## src/rtl/timer_cc_pkg.sv

```systemverilog
package timer_cc_pkg;

  // Capture edge selection codes
  typedef enum logic [1:0] {
    EDGE_NONE = 2'b00,
    EDGE_RISE = 2'b01,
    EDGE_FALL = 2'b10,
    EDGE_BOTH = 2'b11
  } edge_sel_e;

  localparam int unsigned LANE_BITS = 8;

endpackage

```

## src/rtl/timer_cc_edge_det.sv

```systemverilog
// Multi-flop synchroniser followed by a one-flop edge detector.
module timer_cc_edge_det #(
  parameter int unsigned STAGES = 2
) (
  input  logic clk,
  input  logic rst_n,
  input  logic async_in,
  output logic rise_o,
  output logic fall_o
);

  // pipe_q[STAGES-1] is the synchronised level, pipe_q[STAGES] its previous value
  logic [STAGES:0] pipe_q;
  logic [STAGES:0] pipe_d;

  always_comb begin
    pipe_d = {pipe_q[STAGES-1:0], async_in};
  end

  always_ff @(posedge clk or negedge rst_n) begin
    if (!rst_n) begin
      pipe_q <= '0;
    end else begin
      pipe_q <= pipe_d;
    end
  end

  assign rise_o =  pipe_q[STAGES-1] & ~pipe_q[STAGES];
  assign fall_o = ~pipe_q[STAGES-1] &  pipe_q[STAGES];

endmodule

```

## src/rtl/timer_cc_counter.sv

```systemverilog
// Channel counter: down-count with reload in compare role, free-running up-count in capture role.
module timer_cc_counter #(
  parameter int unsigned WIDTH = 16
) (
  input  logic             clk,
  input  logic             rst_n,
  input  logic             cap_mode,
  input  logic             mode_chg,
  input  logic [WIDTH-1:0] reload_val,
  output logic [WIDTH-1:0] cnt_o,
  output logic             reload_o
);

  logic [WIDTH-1:0] cnt_q;
  logic [WIDTH-1:0] cnt_d;
  logic             at_zero;

  assign at_zero  = (cnt_q == '0);
  assign reload_o = ~cap_mode & ~mode_chg & at_zero;

  always_comb begin
    if (mode_chg) begin
      cnt_d = '0;
    end else if (cap_mode) begin
      cnt_d = cnt_q + WIDTH'(1);
    end else if (at_zero) begin
      cnt_d = reload_val;
    end else begin
      cnt_d = cnt_q - WIDTH'(1);
    end
  end

  always_ff @(posedge clk or negedge rst_n) begin
    if (!rst_n) begin
      cnt_q <= '0;
    end else begin
      cnt_q <= cnt_d;
    end
  end

  assign cnt_o = cnt_q;

endmodule

```

## src/rtl/timer_cc_datareg.sv

```systemverilog
// Data register built from byte lanes; capture has priority over software writes.
module timer_cc_datareg #(
  parameter int unsigned WIDTH = 16
) (
  input  logic                                     clk,
  input  logic                                     rst_n,
  input  logic                                     wr_en,
  input  logic [WIDTH/timer_cc_pkg::LANE_BITS-1:0] wr_be,
  input  logic                                     split_en,
  input  logic [WIDTH-1:0]                         wr_data,
  input  logic                                     cap_fire,
  input  logic [WIDTH-1:0]                         cap_val,
  output logic [WIDTH-1:0]                         data_o
);

  import timer_cc_pkg::*;

  localparam int unsigned LANES = WIDTH / LANE_BITS;

  for (genvar gi = 0; gi < LANES; gi++) begin : g_lane
    logic                 lane_we;
    logic                 lane_en;
    logic [LANE_BITS-1:0] lane_d;
    logic [LANE_BITS-1:0] lane_q;

    assign lane_we = wr_en & (split_en ? wr_be[gi] : 1'b1);
    assign lane_en = cap_fire | lane_we;

    always_comb begin
      if (cap_fire) begin
        lane_d = cap_val[gi*LANE_BITS +: LANE_BITS];
      end else begin
        lane_d = wr_data[gi*LANE_BITS +: LANE_BITS];
      end
    end

    always_ff @(posedge clk or negedge rst_n) begin
      if (!rst_n) begin
        lane_q <= '0;
      end else if (lane_en) begin
        lane_q <= lane_d;
      end
    end

    assign data_o[gi*LANE_BITS +: LANE_BITS] = lane_q;
  end

endmodule

```

## src/rtl/timer_cc_channel.sv

```systemverilog
// Top: one timer channel with a shared capture/compare data register.
module timer_cc_channel #(
  parameter int unsigned WIDTH       = 16,
  parameter int unsigned SYNC_STAGES = 2
) (
  input  logic                 clk,
  input  logic                 rst_n,
  input  logic                 mode_capture,
  input  logic [1:0]           edge_sel,
  input  logic                 split_en,
  input  logic                 tmr_in,
  input  logic                 wr_en,
  input  logic [WIDTH/8-1:0]   wr_be,
  input  logic [WIDTH-1:0]     wr_data,
  output logic [WIDTH-1:0]     rd_data,
  output logic [WIDTH-1:0]     count_out,
  output logic                 irq
);

  import timer_cc_pkg::*;

  logic mode_q;
  logic mode_chg;
  logic rise;
  logic fall;
  logic edge_hit;
  logic cap_fire;
  logic reload;
  logic irq_d;
  logic irq_q;

  assign mode_chg = mode_capture ^ mode_q;

  always_ff @(posedge clk or negedge rst_n) begin
    if (!rst_n) begin
      mode_q <= 1'b0;
    end else begin
      mode_q <= mode_capture;
    end
  end

  timer_cc_edge_det #(
    .STAGES (SYNC_STAGES)
  ) u_edge (
    .clk      (clk),
    .rst_n    (rst_n),
    .async_in (tmr_in),
    .rise_o   (rise),
    .fall_o   (fall)
  );

  always_comb begin
    case (edge_sel_e'(edge_sel))
      EDGE_RISE: edge_hit = rise;
      EDGE_FALL: edge_hit = fall;
      EDGE_BOTH: edge_hit = rise | fall;
      default:   edge_hit = 1'b0;
    endcase
  end

  assign cap_fire = mode_capture & ~mode_chg & edge_hit;

  timer_cc_counter #(
    .WIDTH (WIDTH)
  ) u_cnt (
    .clk        (clk),
    .rst_n      (rst_n),
    .cap_mode   (mode_capture),
    .mode_chg   (mode_chg),
    .reload_val (rd_data),
    .cnt_o      (count_out),
    .reload_o   (reload)
  );

  timer_cc_datareg #(
    .WIDTH (WIDTH)
  ) u_data (
    .clk      (clk),
    .rst_n    (rst_n),
    .wr_en    (wr_en),
    .wr_be    (wr_be),
    .split_en (split_en),
    .wr_data  (wr_data),
    .cap_fire (cap_fire),
    .cap_val  (count_out),
    .data_o   (rd_data)
  );

  assign irq_d = cap_fire | reload;

  always_ff @(posedge clk or negedge rst_n) begin
    if (!rst_n) begin
      irq_q <= 1'b0;
    end else begin
      irq_q <= irq_d;
    end
  end

  assign irq = irq_q;

endmodule

```

## config.mk

```make
export PLATFORM = sky130hd
export DESIGN_NAME = timer_cc_channel
export DESIGN_NICKNAME = d
export VERILOG_FILES = /design/src/rtl/timer_cc_pkg.sv /design/src/rtl/timer_cc_edge_det.sv /design/src/rtl/timer_cc_counter.sv /design/src/rtl/timer_cc_datareg.sv /design/src/rtl/timer_cc_channel.sv
export SDC_FILE = /design/constraint.sdc
export NUM_CORES = 1
export LEC_CHECK = 0
export ABC_CLOCK_PERIOD_IN_PS = 2000
export CAP_MARGIN = 20
export CELL_PAD_IN_SITES_DETAIL_PLACEMENT = 1
export CELL_PAD_IN_SITES_GLOBAL_PLACEMENT = 1
export CORE_MARGIN = 10
export CORE_UTILIZATION = 35
export CTS_CLUSTER_DIAMETER = 80
export DETAILED_ROUTE_END_ITERATION = 12
export PLACE_DENSITY = 0.83
export REMOVE_ABC_BUFFERS = 1
export SLEW_MARGIN = 5
export SYNTH_ARGS = -nofsm -noshare
export SYNTH_HDL_FRONTEND = slang
export SYNTH_HIERARCHICAL = 1
export SYNTH_SLANG_ARGS = --single-unit
```

## constraint.sdc

```tcl
create_clock -name clk -period 2 [get_ports clk]
set_input_delay 0.2 -clock clk [delete_from_list [all_inputs] [get_ports clk]]
set_output_delay 0.2 -clock clk [all_outputs]
set_load 0.02 [all_outputs]
```

Word-level counts from Yosys, hierarchy flattened
Cells that the tools add are included.

Register bits: 37. Output and inout port bits: 33. Logic and storage cells: 37.

Add/subtract/negate cells: 2. Eq/ne operators: 3. Mux-type cells: 8. Bitwise operators: 17. Reduce and logical (&&, ||, !) cells: 1.

Operators with widths (count): $mux 16 (3); $add 16x1->16 const B (1); $logic_not 16->1 (1); $mux 8 (2); $sub 16x1->16 const B (1); $and 1x1->1 (8); $eq 2x2->1 const B (2); $not 1->1 (4); $or 1x1->1 (4); $pmux 1 s3 (1); $eq 2x1->1 const B (1); $mux 1 (2); $xor 1x1->1 (1).

Depth between registers and ports, before layout
Depth in word-level cells: 6. Gate-level depth with buffers: 7. Depth with buffers taken out: 6.

By module
The synthesis kept the hierarchy.

By module, submodules not included: timer_cc_counter (times used 1, cells an instance 189, area an instance 1491.4 um2, sequential area each 400.4 um2); timer_cc_datareg (times used 1, cells an instance 54, area an instance 867.1 um2, sequential area each 400.4 um2); timer_cc_channel (times used 1, cells an instance 7, area an instance 90.1 um2, sequential area each 50.0 um2); timer_cc_edge_det (times used 1, cells an instance 5, area an instance 90.1 um2, sequential area each 75.1 um2).

Worst setup path before layout
No wires, ideal clock.

Path type: register to register. Start: reg u_cnt.cnt_q[0], in the netlist u_cnt/cnt_o[0]. End: reg u_cnt.cnt_q[2], in the netlist u_cnt/cnt_o[2]. Setup time: 0.119 ns. Arrival time: 1.857 ns. Data required time: 1.881 ns. Slack: 0.025 ns. Cell stages (with the launch flop): 7. Buffers on the path: 0. Clock period less this slack: 1.975 ns. Cell sequence: dfrtp_1 -> inv_1 -> ha_1 -> nor4b_1 -> nand4_1 -> mux2_2 -> o21a_1.

Word-level cells in the longest chain between the ends: 4.

Ends and longest elaborated chain: start, declared (RTL line timer_cc_counter.sv:14) `logic [WIDTH-1:0] cnt_q;`; start signal, assigned (RTL line timer_cc_counter.sv:37) `cnt_q <= cnt_d;`; $sub 16x1->16 / $logic_not 16->1 (equally long branches) (RTL line timer_cc_counter.sv:29, timer_cc_counter.sv:18); $mux 16 (RTL line timer_cc_counter.sv:26) `end else if (at_zero) begin`; $mux 16 (*) (RTL line timer_cc_counter.sv:24) `end else if (cap_mode) begin`; $mux 16 (*) (RTL line timer_cc_counter.sv:22) `if (mode_chg) begin`; net u_cnt.cnt_d[2] (RTL line timer_cc_counter.sv:15) `logic [WIDTH-1:0] cnt_d;`.

The timed path passes the listed nets; every way through them passes the cells marked *. A chain may end at the register's enable or synchronous reset.

Worst setup path after layout
Start: reg u_cnt.cnt_q[4], in the netlist u_cnt/cnt_o[4]. End: reg u_cnt.cnt_q[8], in the netlist u_cnt/cnt_o[8].

Same word-level chain as after synthesis.

==> out/qor.txt <==
Max IR drop VDD = 671 uV
worst reg2reg path startpoint = u_cnt/cnt_o[4]
final core utilization = 51.4%
Critical-path top delay cell = nor4_2
die extent in y = 105 um
die area = 0.0111 mm^2
post-synthesis average cell area = 9.96 um^2
routing usage on met3 = 4.18%
Vias/cell = 5.61
met1 usage = 17.8%
hold path start = tmr_in
Post-synth EDFFs = 0
yosys warns = 6
number of max-cap violations = 0
core area = 0.00691 mm^2
grt met2 use = 27.2%
Worst Setup End Kind = flip-flop
final worst setup slack = 0.0877 ns
Yosys top cell by area = dfrtp_1
synth top area cells = dfrtp_1, mux2_2, mux2_4, xnor2_1, nand4_1
H-tree level count = 2
Reg clk slew, reported paths = 0.08 ns
clk_skew = 0.00588 ns
Setup TNS = 0 ns
initial cell density of the core = 36.8%
Final Cycle Share = 95.6%
Die Wd = 105 um
First-pass DRT Iterations = 4
Max Buffers Root-to-Sink = 2
Fillers = 795
io pins = 59
sequential share of the synthesized area = 36.5%
Rows = 30
CP startpoint = u_cnt/cnt_o[4]
share of the synthesized area in the top cell type = 36.5%
initial antenna violation count = 0
GPL Wtd Cong = 0.903
pre-CTS WS = -0.0107 ns
root buf cell = clkbuf_8
post-synthesis cell area = 0.00254 mm^2
Total GRT Usage = 15.3%
Setup CP Type = flip-flop to flip-flop
final wirelength = 8.57 mm
CTS sink count = 37
PwrDens = 1360 mW/mm^2
Tmin final = 1.91 ns
CTS tree = yes
Routed wire per std cell = 20.0 um
Final Hold Viols = 0
dpl hpwl = 6.22 mm
Initial DRC Count = 160
startpoint types = flip-flop
worst-path cell chain = nor4_2, and4_2, buf_4, nor3_1, o22ai_1
first-pass GRT wire length = 14.0 mm
diodes inserted = 0
Critical Path RT = 2.19 ns
worst slew pin tran = 0.560 ns
crit-path max FO = 6
later-pin clock latency in the skew report = 0.30 ns
static leakage = 1.38 nW
Seq cells post-synth = 37
max-slew violation count = 0
DRC viols = 0
busiest layer in global routing = met2
post-synth cell types = 50
critical path arrival = 2.11 ns
vias in the first global route = 2679
TritonCTS buffer count = 5
run status = finished clean
synth-to-layout area growth = 39.8%
RSZ-0062 raised after global routing = no
share of layout cells above drive strength 1 = 27.7%
Fmax = 0.523 GHz
Mapped Cells = 255
Final #Nets = 361
slowest stage delay, CP = 0.51 ns
via count = 2400
async set-or-reset flop fraction in the synthesized netlist = 100%
Worst Hold Class = input pin to flip-flop
count of final setup violators = 0
Antenna Nets Post-Route = 0
Overflow after GRT = 0
relative slew slack = 62.7%
largest net degree at the start of global routing = 20
top_reg_cell synth = dfrtp_1
# port buffers = 58
==> placed cells by master (no fill, tap or decap), drive strengths merged, types with 2 or more instances in the layout <==
master	Yosys	final
clkdlybuf4s50	0	57
dfrtp	37	37
mux2	35	35
buf	9	33
nor2	15	15
xnor2	12	12
nor3	12	12
inv	10	10
nor4	10	10
nand4	9	9
o21ai	9	9
nand3	8	8
o22ai	7	7
a21oi	7	7
nand2b	6	6
clkbuf	13	5
nand2	5	5
and3	5	5
ha	4	4
o41ai	4	4
o32ai	3	3
nor3b	3	3
o21a	3	3
nor4b	3	3
and4	3	3
bufinv	0	2
or2	2	2
o31a	2	2
xor2	2	2
or4	2	2
==> power by group <==
part / internal, W / total [W] / switching [W]
Clock: 0.000496 / 0.000793 / 0.000297
Combinational: 0.00136 / 0.00292 / 0.00156
Sequential: 0.000925 / 0.00112 / 0.000198
==> registers in the layout, indices dropped and copies added (netlist names) <==
name / cells
u_data/g_lane.lane_q: 16
u_edge/pipe_q: 3
mode_q: 1
u_cnt/cnt_o: 16
irq: 1
==> per-stage QoR <==
step | hold WS (ns) | cells | instance area [um^2] | total power, W
2_1_floorplan | -0.0956 | 233 | 2420 | 0.00302
3_3_place_gp | 0.172 | 419 | 3380 | 0.00382
3_5_place_dp | 0.180 | 419 | 3380 | 0.00394
4_1_cts | 0.333 | 428 | 3530 | 0.00479
5_1_grt | 0.346 | 428 | 3550 | 0.00514
6_report | 0.336 | 428 | 3550 | 0.00483
==> critical path, delay by kind of cell, from the launching register on <==
kind                   cells  cell delay (ns)
buffers and inverters      1             0.17
flip-flops                 1             0.41
AND/OR/NAND/NOR            3             1.01
AO/OA/AOI/OAI              1             0.22
==> timing repair <==
action                                  CTS  global route
setup buffers                             0             0
resized for setup                         0             5
endpoints found under the setup margin    0            10
hold endpoints to repair                 18             0
hold buffers                              1             0
==> metal layers <==
layer	wire, um	part of all wire (%)	vias to the layer above
met1	3560	42	1227
li1	-	-	1087
met4	100	1.2	0
met3	508	5.9	12
met5	0	0	-
met2	4390	51	74
==> cell type report <==
type                    count  area, um^2  share of cell area [%]
well taps                  96         120                    3.38
clock buffers               5        68.8                    1.94
inverters                  10        37.5                    1.06
multi-input cells         186        1480                    41.7
repair buffers             91         851                    24.0
clock inverters             3        65.1                    1.83
flip-flops and latches     37         926                    26.1
==> path summary, 6_finish.rpt <==
| check | to | slack (ns) | depth (start not counted) |
|---|---|---|---|
| worst max-delay path | u_cnt/cnt_o[8] | 0.09 | 5 |
| max in group asynchronous | u_cnt/cnt_o[2] | 0.99 | 3 |
| worst min register to register | u_edge/pipe_q[1] | 0.35 | 0 |
| min in group asynchronous | u_data/g_lane[1].lane_q[5] | 0.38 | 2 |
| worst min-delay path | u_edge/pipe_q[0] | 0.34 | 1 |
| worst max register to register | u_cnt/cnt_o[8] | 0.09 | 5 |
==> Yosys cell counts, drive strengths merged, types with 4 or more instances <==
master	instances
nor4	10
mux2	35
o22ai	7
nand3	8
o21ai	9
nand2	5
a21oi	7
xnor2	12
nor2	15
and3	5
clkbuf	13
inv	10
dfrtp	37
nor3	12
ha	4
nand4	9
o41ai	4
buf	9
nand2b	6
==> cells by family after synthesis <==
| family | share of synthesized area, % |
|---|---|
| multiplexers | 17.1 |
| AND/OR/NAND/NOR | 20.7 |
| buffers and inverters | 6.21 |
| AO/OA/AOI/OAI | 12.8 |
| adder cells (fa/ha/maj) | 1.97 |
| flip-flops | 36.5 |
| XOR/XNOR | 4.83 |
(Power assumes the default switching activity.)
